--- src/rtl/dtg_pkg.sv ---
package dtg_pkg;

    // Width of each dead-time field and of the prescaler select.
    localparam int DT_FIELD_W = 4;
    localparam int DIV_SEL_W  = 2;

    typedef enum logic [DIV_SEL_W-1:0] {
        DIV_BY1 = 2'b00,
        DIV_BY2 = 2'b01,
        DIV_BY4 = 2'b10,
        DIV_BY8 = 2'b11
    } div_sel_e;

    // The upper field delays the true output, the lower field the complement.
    typedef struct packed {
        logic [DT_FIELD_W-1:0] rise_true;
        logic [DT_FIELD_W-1:0] rise_comp;
    } dt_fields_t;

    typedef struct packed {
        logic rise;
        logic fall;
    } pwm_edges_t;

    // Clock periods per prescaled tick: 2^sel.
    function automatic int div_ratio(input logic [DIV_SEL_W-1:0] sel);
        return 1 << sel;
    endfunction

endpackage

--- src/rtl/dtg_edge.sv ---
module dtg_edge
    import dtg_pkg::*;
(
    input  logic       clk,
    input  logic       rst,
    input  logic       pwm_in,
    output pwm_edges_t edges
);
    logic pwm_q;

    always_ff @(posedge clk) begin
        if (rst) pwm_q <= 1'b0;
        else     pwm_q <= pwm_in;
    end

    always_comb begin
        edges.rise = pwm_in & ~pwm_q;
        edges.fall = ~pwm_in & pwm_q;
    end
endmodule

--- src/rtl/dtg_prescaler.sv ---
module dtg_prescaler
    import dtg_pkg::*;
#(
    parameter int SEL_W = DIV_SEL_W
) (
    input  logic             clk,
    input  logic             rst,
    input  logic             restart,
    input  logic [SEL_W-1:0] sel,
    output logic             tick
);
    localparam int CNT_W = (1 << SEL_W) - 1;

    logic [SEL_W-1:0] sel_q;
    logic [CNT_W-1:0] cnt;
    logic [CNT_W-1:0] last;

    always_comb last = CNT_W'(div_ratio(sel_q) - 1);
    always_comb tick = (cnt == last);

    always_ff @(posedge clk) begin
        if (rst) begin
            sel_q <= '0;
            cnt   <= '0;
        end else if (restart) begin
            sel_q <= sel;
            cnt   <= '0;
        end else if (tick) begin
            cnt <= '0;
        end else begin
            cnt <= cnt + 1'b1;
        end
    end

    AST_RESTART_ZERO: assert property (@(posedge clk) disable iff (rst)
        restart |=> (cnt == '0)) else $error("prescaler not restarted");
endmodule

--- src/rtl/dtg_channel.sv ---
module dtg_channel
    import dtg_pkg::*;
#(
    parameter int FIELD_W = DT_FIELD_W
) (
    input  logic               clk,
    input  logic               rst,
    input  logic               start,
    input  logic               kill,
    input  logic [FIELD_W-1:0] delay,
    input  logic               tick,
    output logic               q
);
    logic               busy;
    logic [FIELD_W-1:0] remain;

    always_ff @(posedge clk) begin
        if (rst) begin
            q      <= 1'b0;
            busy   <= 1'b0;
            remain <= '0;
        end else if (kill) begin
            q      <= 1'b0;
            busy   <= 1'b0;
            remain <= '0;
        end else if (start) begin
            remain <= delay;
            busy   <= (delay != '0);
            q      <= (delay == '0);
        end else if (busy && tick) begin
            remain <= remain - 1'b1;
            if (remain == FIELD_W'(1)) begin
                busy <= 1'b0;
                q    <= 1'b1;
            end
        end
    end

    AST_KILL_LOW: assert property (@(posedge clk) disable iff (rst)
        kill |=> !q) else $error("killed output high");
    AST_ZERO_NEXT: assert property (@(posedge clk) disable iff (rst)
        (start && !kill && delay == '0) |=> q) else $error("zero delay late");
    AST_DEAD_LOW: assert property (@(posedge clk) disable iff (rst)
        (start && !kill && delay != '0) |=> !q) else $error("dead time skipped");
endmodule

--- src/rtl/dtg_top.sv ---
module dtg_top
    import dtg_pkg::*;
#(
    parameter int FIELD_W = DT_FIELD_W,
    parameter int SEL_W   = DIV_SEL_W
) (
    input  logic                 clk,
    input  logic                 rst,
    input  logic                 pwm_in,
    input  logic [SEL_W-1:0]     div_sel,
    input  logic [2*FIELD_W-1:0] dt_word,
    output logic                 out_true,
    output logic                 out_comp
);
    localparam int NUM_CH = 2;

    pwm_edges_t         edges;
    logic               tick;
    logic               any_edge;
    logic [NUM_CH-1:0]  ch_q;
    logic [FIELD_W-1:0] field [NUM_CH];

    always_comb begin
        field[0] = dt_word[2*FIELD_W-1:FIELD_W];
        field[1] = dt_word[FIELD_W-1:0];
        any_edge = edges.rise | edges.fall;
    end

    dtg_edge u_edge (
        .clk    (clk),
        .rst    (rst),
        .pwm_in (pwm_in),
        .edges  (edges)
    );

    dtg_prescaler #(.SEL_W(SEL_W)) u_pre (
        .clk     (clk),
        .rst     (rst),
        .restart (any_edge),
        .sel     (div_sel),
        .tick    (tick)
    );

    // Channel 0 drives the true output and starts on a rising edge.
    // Channel 1 drives the complement and starts on a falling edge.
    for (genvar i = 0; i < NUM_CH; i++) begin : g_ch
        dtg_channel #(.FIELD_W(FIELD_W)) u_ch (
            .clk   (clk),
            .rst   (rst),
            .start ((i == 0) ? edges.rise : edges.fall),
            .kill  ((i == 0) ? edges.fall : edges.rise),
            .delay (field[i]),
            .tick  (tick),
            .q     (ch_q[i])
        );
    end

    assign out_true = ch_q[0];
    assign out_comp = ch_q[1];

    AST_NO_OVERLAP: assert property (@(posedge clk) disable iff (rst)
        !(out_true && out_comp)) else $error("outputs overlap");
    AST_RISE_DROPS_COMP: assert property (@(posedge clk) disable iff (rst)
        edges.rise |=> !out_comp) else $error("comp high after rise");
    AST_FALL_DROPS_TRUE: assert property (@(posedge clk) disable iff (rst)
        edges.fall |=> !out_true) else $error("true high after fall");
endmodule

--- config.mk ---
export PLATFORM = sky130hd
export DESIGN_NAME = dtg_top
export DESIGN_NICKNAME = d
export VERILOG_FILES = /design/src/rtl/dtg_pkg.sv /design/src/rtl/dtg_edge.sv /design/src/rtl/dtg_prescaler.sv /design/src/rtl/dtg_channel.sv /design/src/rtl/dtg_top.sv
export SDC_FILE = /design/constraint.sdc
export NUM_CORES = 1
export LEC_CHECK = 0
export BUFFER_PORTS_ARGS = -buffer_cell sky130_fd_sc_hd__clkbuf_2
export CAP_MARGIN = 20
export CELL_PAD_IN_SITES_DETAIL_PLACEMENT = 1
export CELL_PAD_IN_SITES_GLOBAL_PLACEMENT = 2
export CORE_MARGIN = 1.5
export CORE_UTILIZATION = 36
export DETAILED_ROUTE_END_ITERATION = 7
export PLACE_DENSITY = 0.85
export SLEW_MARGIN = 15
export SYNTH_ARGS = -nofsm -noshare
export SYNTH_HDL_FRONTEND = slang
export SYNTH_SLANG_ARGS = --single-unit
--- constraint.sdc ---
create_clock -name clk -period 3.7 [get_ports clk]
set_input_delay 0 -clock clk [delete_from_list [all_inputs] [get_ports clk]]
set_output_delay 0 -clock clk [all_outputs]
set_load 0.02 [all_outputs]
==> out/metrics.cfg <==
[detailed_routing]
drc_errors=0
drt_pre_antenna_iters=6
wl_per_cell_um=14.6
ant_nets=0
viasPerCell=5.24
routed_wl_mm=2.33
drtIter0Drc=13
num_vias=838

[floorplanning]
dieArea_um2=3040
core_area_um2=2520
initial_core_util_pct=38.7
fp.dieH_um=55.1
die_w_um=55.1
ioPinCount=15
fp-row-count=18

[setup_path]
crit_type=reg -> reg
cp-end-kind=flip-flop
r2r_end=g_ch[0].u_ch.q$_SDFFE_PP0P_
path_max_fanout=9
cp.required_ns=3.90
cp-startpoint=u_pre.sel_q[0]$_SDFFE_PP0P_
crit_path_start_kind=flip-flop
timing.rr.start=u_pre.sel_q[0]$_SDFFE_PP0P_
arrival_ns=2.08
critical_path.slowest_cell=or4_4
slowest_delay_ns=0.58
cp_cell_sequence=or4_4 > nor2_8 > or2_4 > a41oi_2 > a2111oi_2
r2r_cells=5
crit_end=g_ch[0].u_ch.q$_SDFFE_PP0P_
rrSetupSlack_ns=1.82

[clock_network]
cts_setup_buffers=0
path_clk_slew_ns=0.11
insertion_delay_ns=0.30
cts_max_level=1
cts_resized=0
cts_tree=yes
cts_sinks=18
ctsHoldBuffers=11
clock-root-buffer=clkbuf_4
cts_buffers=3
clock_path_buffers=2

[power]
intPower_mw=0.309
p_total_mw=0.429
pwr-share-comb_pct=21.1
leakage_nw=0.511
p_seq_share_pct=50.3
netSwitchingFraction_pct=27.9
p_sw_mw=0.120
clkPwrFrac_pct=28.6
power_density_nw_per_um2=350
ir_drop_v=0.000264

[timing]
worstMarginPinSlew_ns=0.447
setup_viol_count_final=0
post-route-period-util_pct=50.7
relSlewSlack_pct=70.2
fmax_mhz=533
rsz0062_at_grt=false
finalCriticalPeriod_ns=1.88
finalWorstSetupSlack_ns=1.82
setup-tns-final_ns=0
finalHoldViolations=0
drv_slew=0
skew_ns=0.00406

[yosys]
yosysWarnings=0
synth-simple-area-share_pct=18.6
ys.flop_type=dfxtp_1
synth_top_area_share_pct=36.9
synthCells=102
ys_seq_elements=18
ys_seq_area_share_pct=36.9
synth_top_family_by_area=compound AO/OA/AOI/OAI gates
synth.distinct_cells=39
async_flop_share_pct=0
synthAdderAreaFrac_pct=8.96
synth-edff-count=0
synth.area.top_cells=dfxtp_1 (37%), ha_1 (9.0%), xnor2_1 (4.5%), inv_1 (3.8%), nor2_1 (3.5%)
syn-cell-area_um2=977
yosysTopAreaCell=dfxtp_1
synthMuxAreaShare_pct=3.20
synth_xor_area_share_pct=6.27
syn_nets=122
syn_avg_cell_area_um2=9.58
synth-compound-area-share_pct=21.9

[cells_and_area]
drive_above_1_share_pct=20.8
most-common-layout-cells=dfxtp_1 (18), clkbuf_2 (14), dlygate4sd3_1 (11)
multi_input_area_um2=576
register_area_um2=360
num-fill-cells=295
design_area_um2=1230
nets=151
layout_commonest_cell=dfxtp_1
area_delta_synth_final_pct=25.6
diodes=0

[job]
drv_cap=0

[global_route]
grtUsageMet2_pct=31.5
top_usage_layer=met2
grt_pass1_wl_mm=3.95
grtUsageMet3_pct=6.18
grt_pass1_vias=870
track_usage_pct=18.5
antenna_found_initial=0
met1_usage_pct=23.2
grt_max_degree=14
gr-total-overflow=0

[placement]
dp_slack_ns=1.84
dp_hpwl_mm=1.77
routabilityCongestion=0.769
placed_area_um2=1080
port_buffers=14

[outcome]
outcome=complete, no violations

[min_path]
worstHoldPathType=in -> reg

-- layer usage --
metal	wire, um	vias to the layer above
met5	0	-
met2	1210	10
met1	1060	399
met4	0	0
li1	-	429
met3	65	0
-- synthesized netlist by cell type, types with 2 or more instances --
master / count
dfxtp_1: 18
inv_1: 10
nor2_1: 9
ha_1: 7
a21oi_1: 5
nor3_1: 5
xnor2_1: 5
o211ai_1: 4
o21ai_0: 4
nand2b_1: 3
mux2i_1: 2
o211a_1: 2
xor2_1: 2
-- power groups by stage --
stage                     logic [mW]  clock network, mW  registers [mW]
final                         0.0906              0.123           0.216
after global routing           0.102              0.137           0.218
after CTS                     0.0907              0.128           0.216
after global placement        0.0778                  0           0.220
after floorplan               0.0567                  0           0.219
after detailed placement      0.0807                  0           0.220
-- sequential cells by signal (all words and copies together) (netlist names) --
signal            count
u_pre.cnt             3
g_ch.u_ch.q           2
u_pre.sel_q           2
u_edge.pwm_q          1
g_ch.u_ch.busy        2
g_ch.u_ch.remain      8
-- worst max-delay path, delay by kind of cell (launching register included) --
family | cells | cell delay (ns)
simple gates | 3 | 0.92
compound gates | 2 | 0.50
flops | 1 | 0.36
-- cell type report --
cell class                 count  area share (%)
inverter                      10            3.06
clock buffer                   4            2.96
timing repair buffer          25            14.7
tap                           30            3.06
multi-input combinational     73            46.9
sequential                    18            29.4
-- logic make-up (layout without fill, tap and decap cells) --
family                     count (synthesis)  in the layout
AOI/OAI and AO/OA                         27             27
xor gates and xnor gates                   7              7
adders and majority gates                  7              7
buffers and inverters                     11             39
DFF                                       18             18
muxes                                      3              3
and+or+nand+nor                           29             29
-- per-stage QoR --
step	utilization (%)	instances	hold slack, ns
2_1_floorplan	-	102	0.0689
3_3_place_gp	42.9	145	0.243
3_5_place_dp	42.9	145	0.248
4_1_cts	48.7	160	0.00997
5_1_grt	48.7	160	0.0187
6_report	48.7	160	0.0144
-- worst min path at each step --
stage               startpoint                             endpoint  slack [ns]  cells after the start
finish              dt_word[6]  g_ch[0].u_ch.remain[2]$_SDFFE_PP0P_        0.01                      3
detailed placement  div_sel[1]          u_pre.sel_q[1]$_SDFFE_PP0P_        0.25                      3
global route        dt_word[6]  g_ch[0].u_ch.remain[2]$_SDFFE_PP0P_        0.02                      3
global placement        pwm_in              u_edge.pwm_q$_SDFF_PP0_        0.24                      3
floorplan                  rst          g_ch[0].u_ch.q$_SDFFE_PP0P_        0.07                      1
CTS                 dt_word[4]  g_ch[0].u_ch.remain[0]$_SDFFE_PP0P_        0.01                      3
Note: power is estimated with default switching activity, not from simulation.
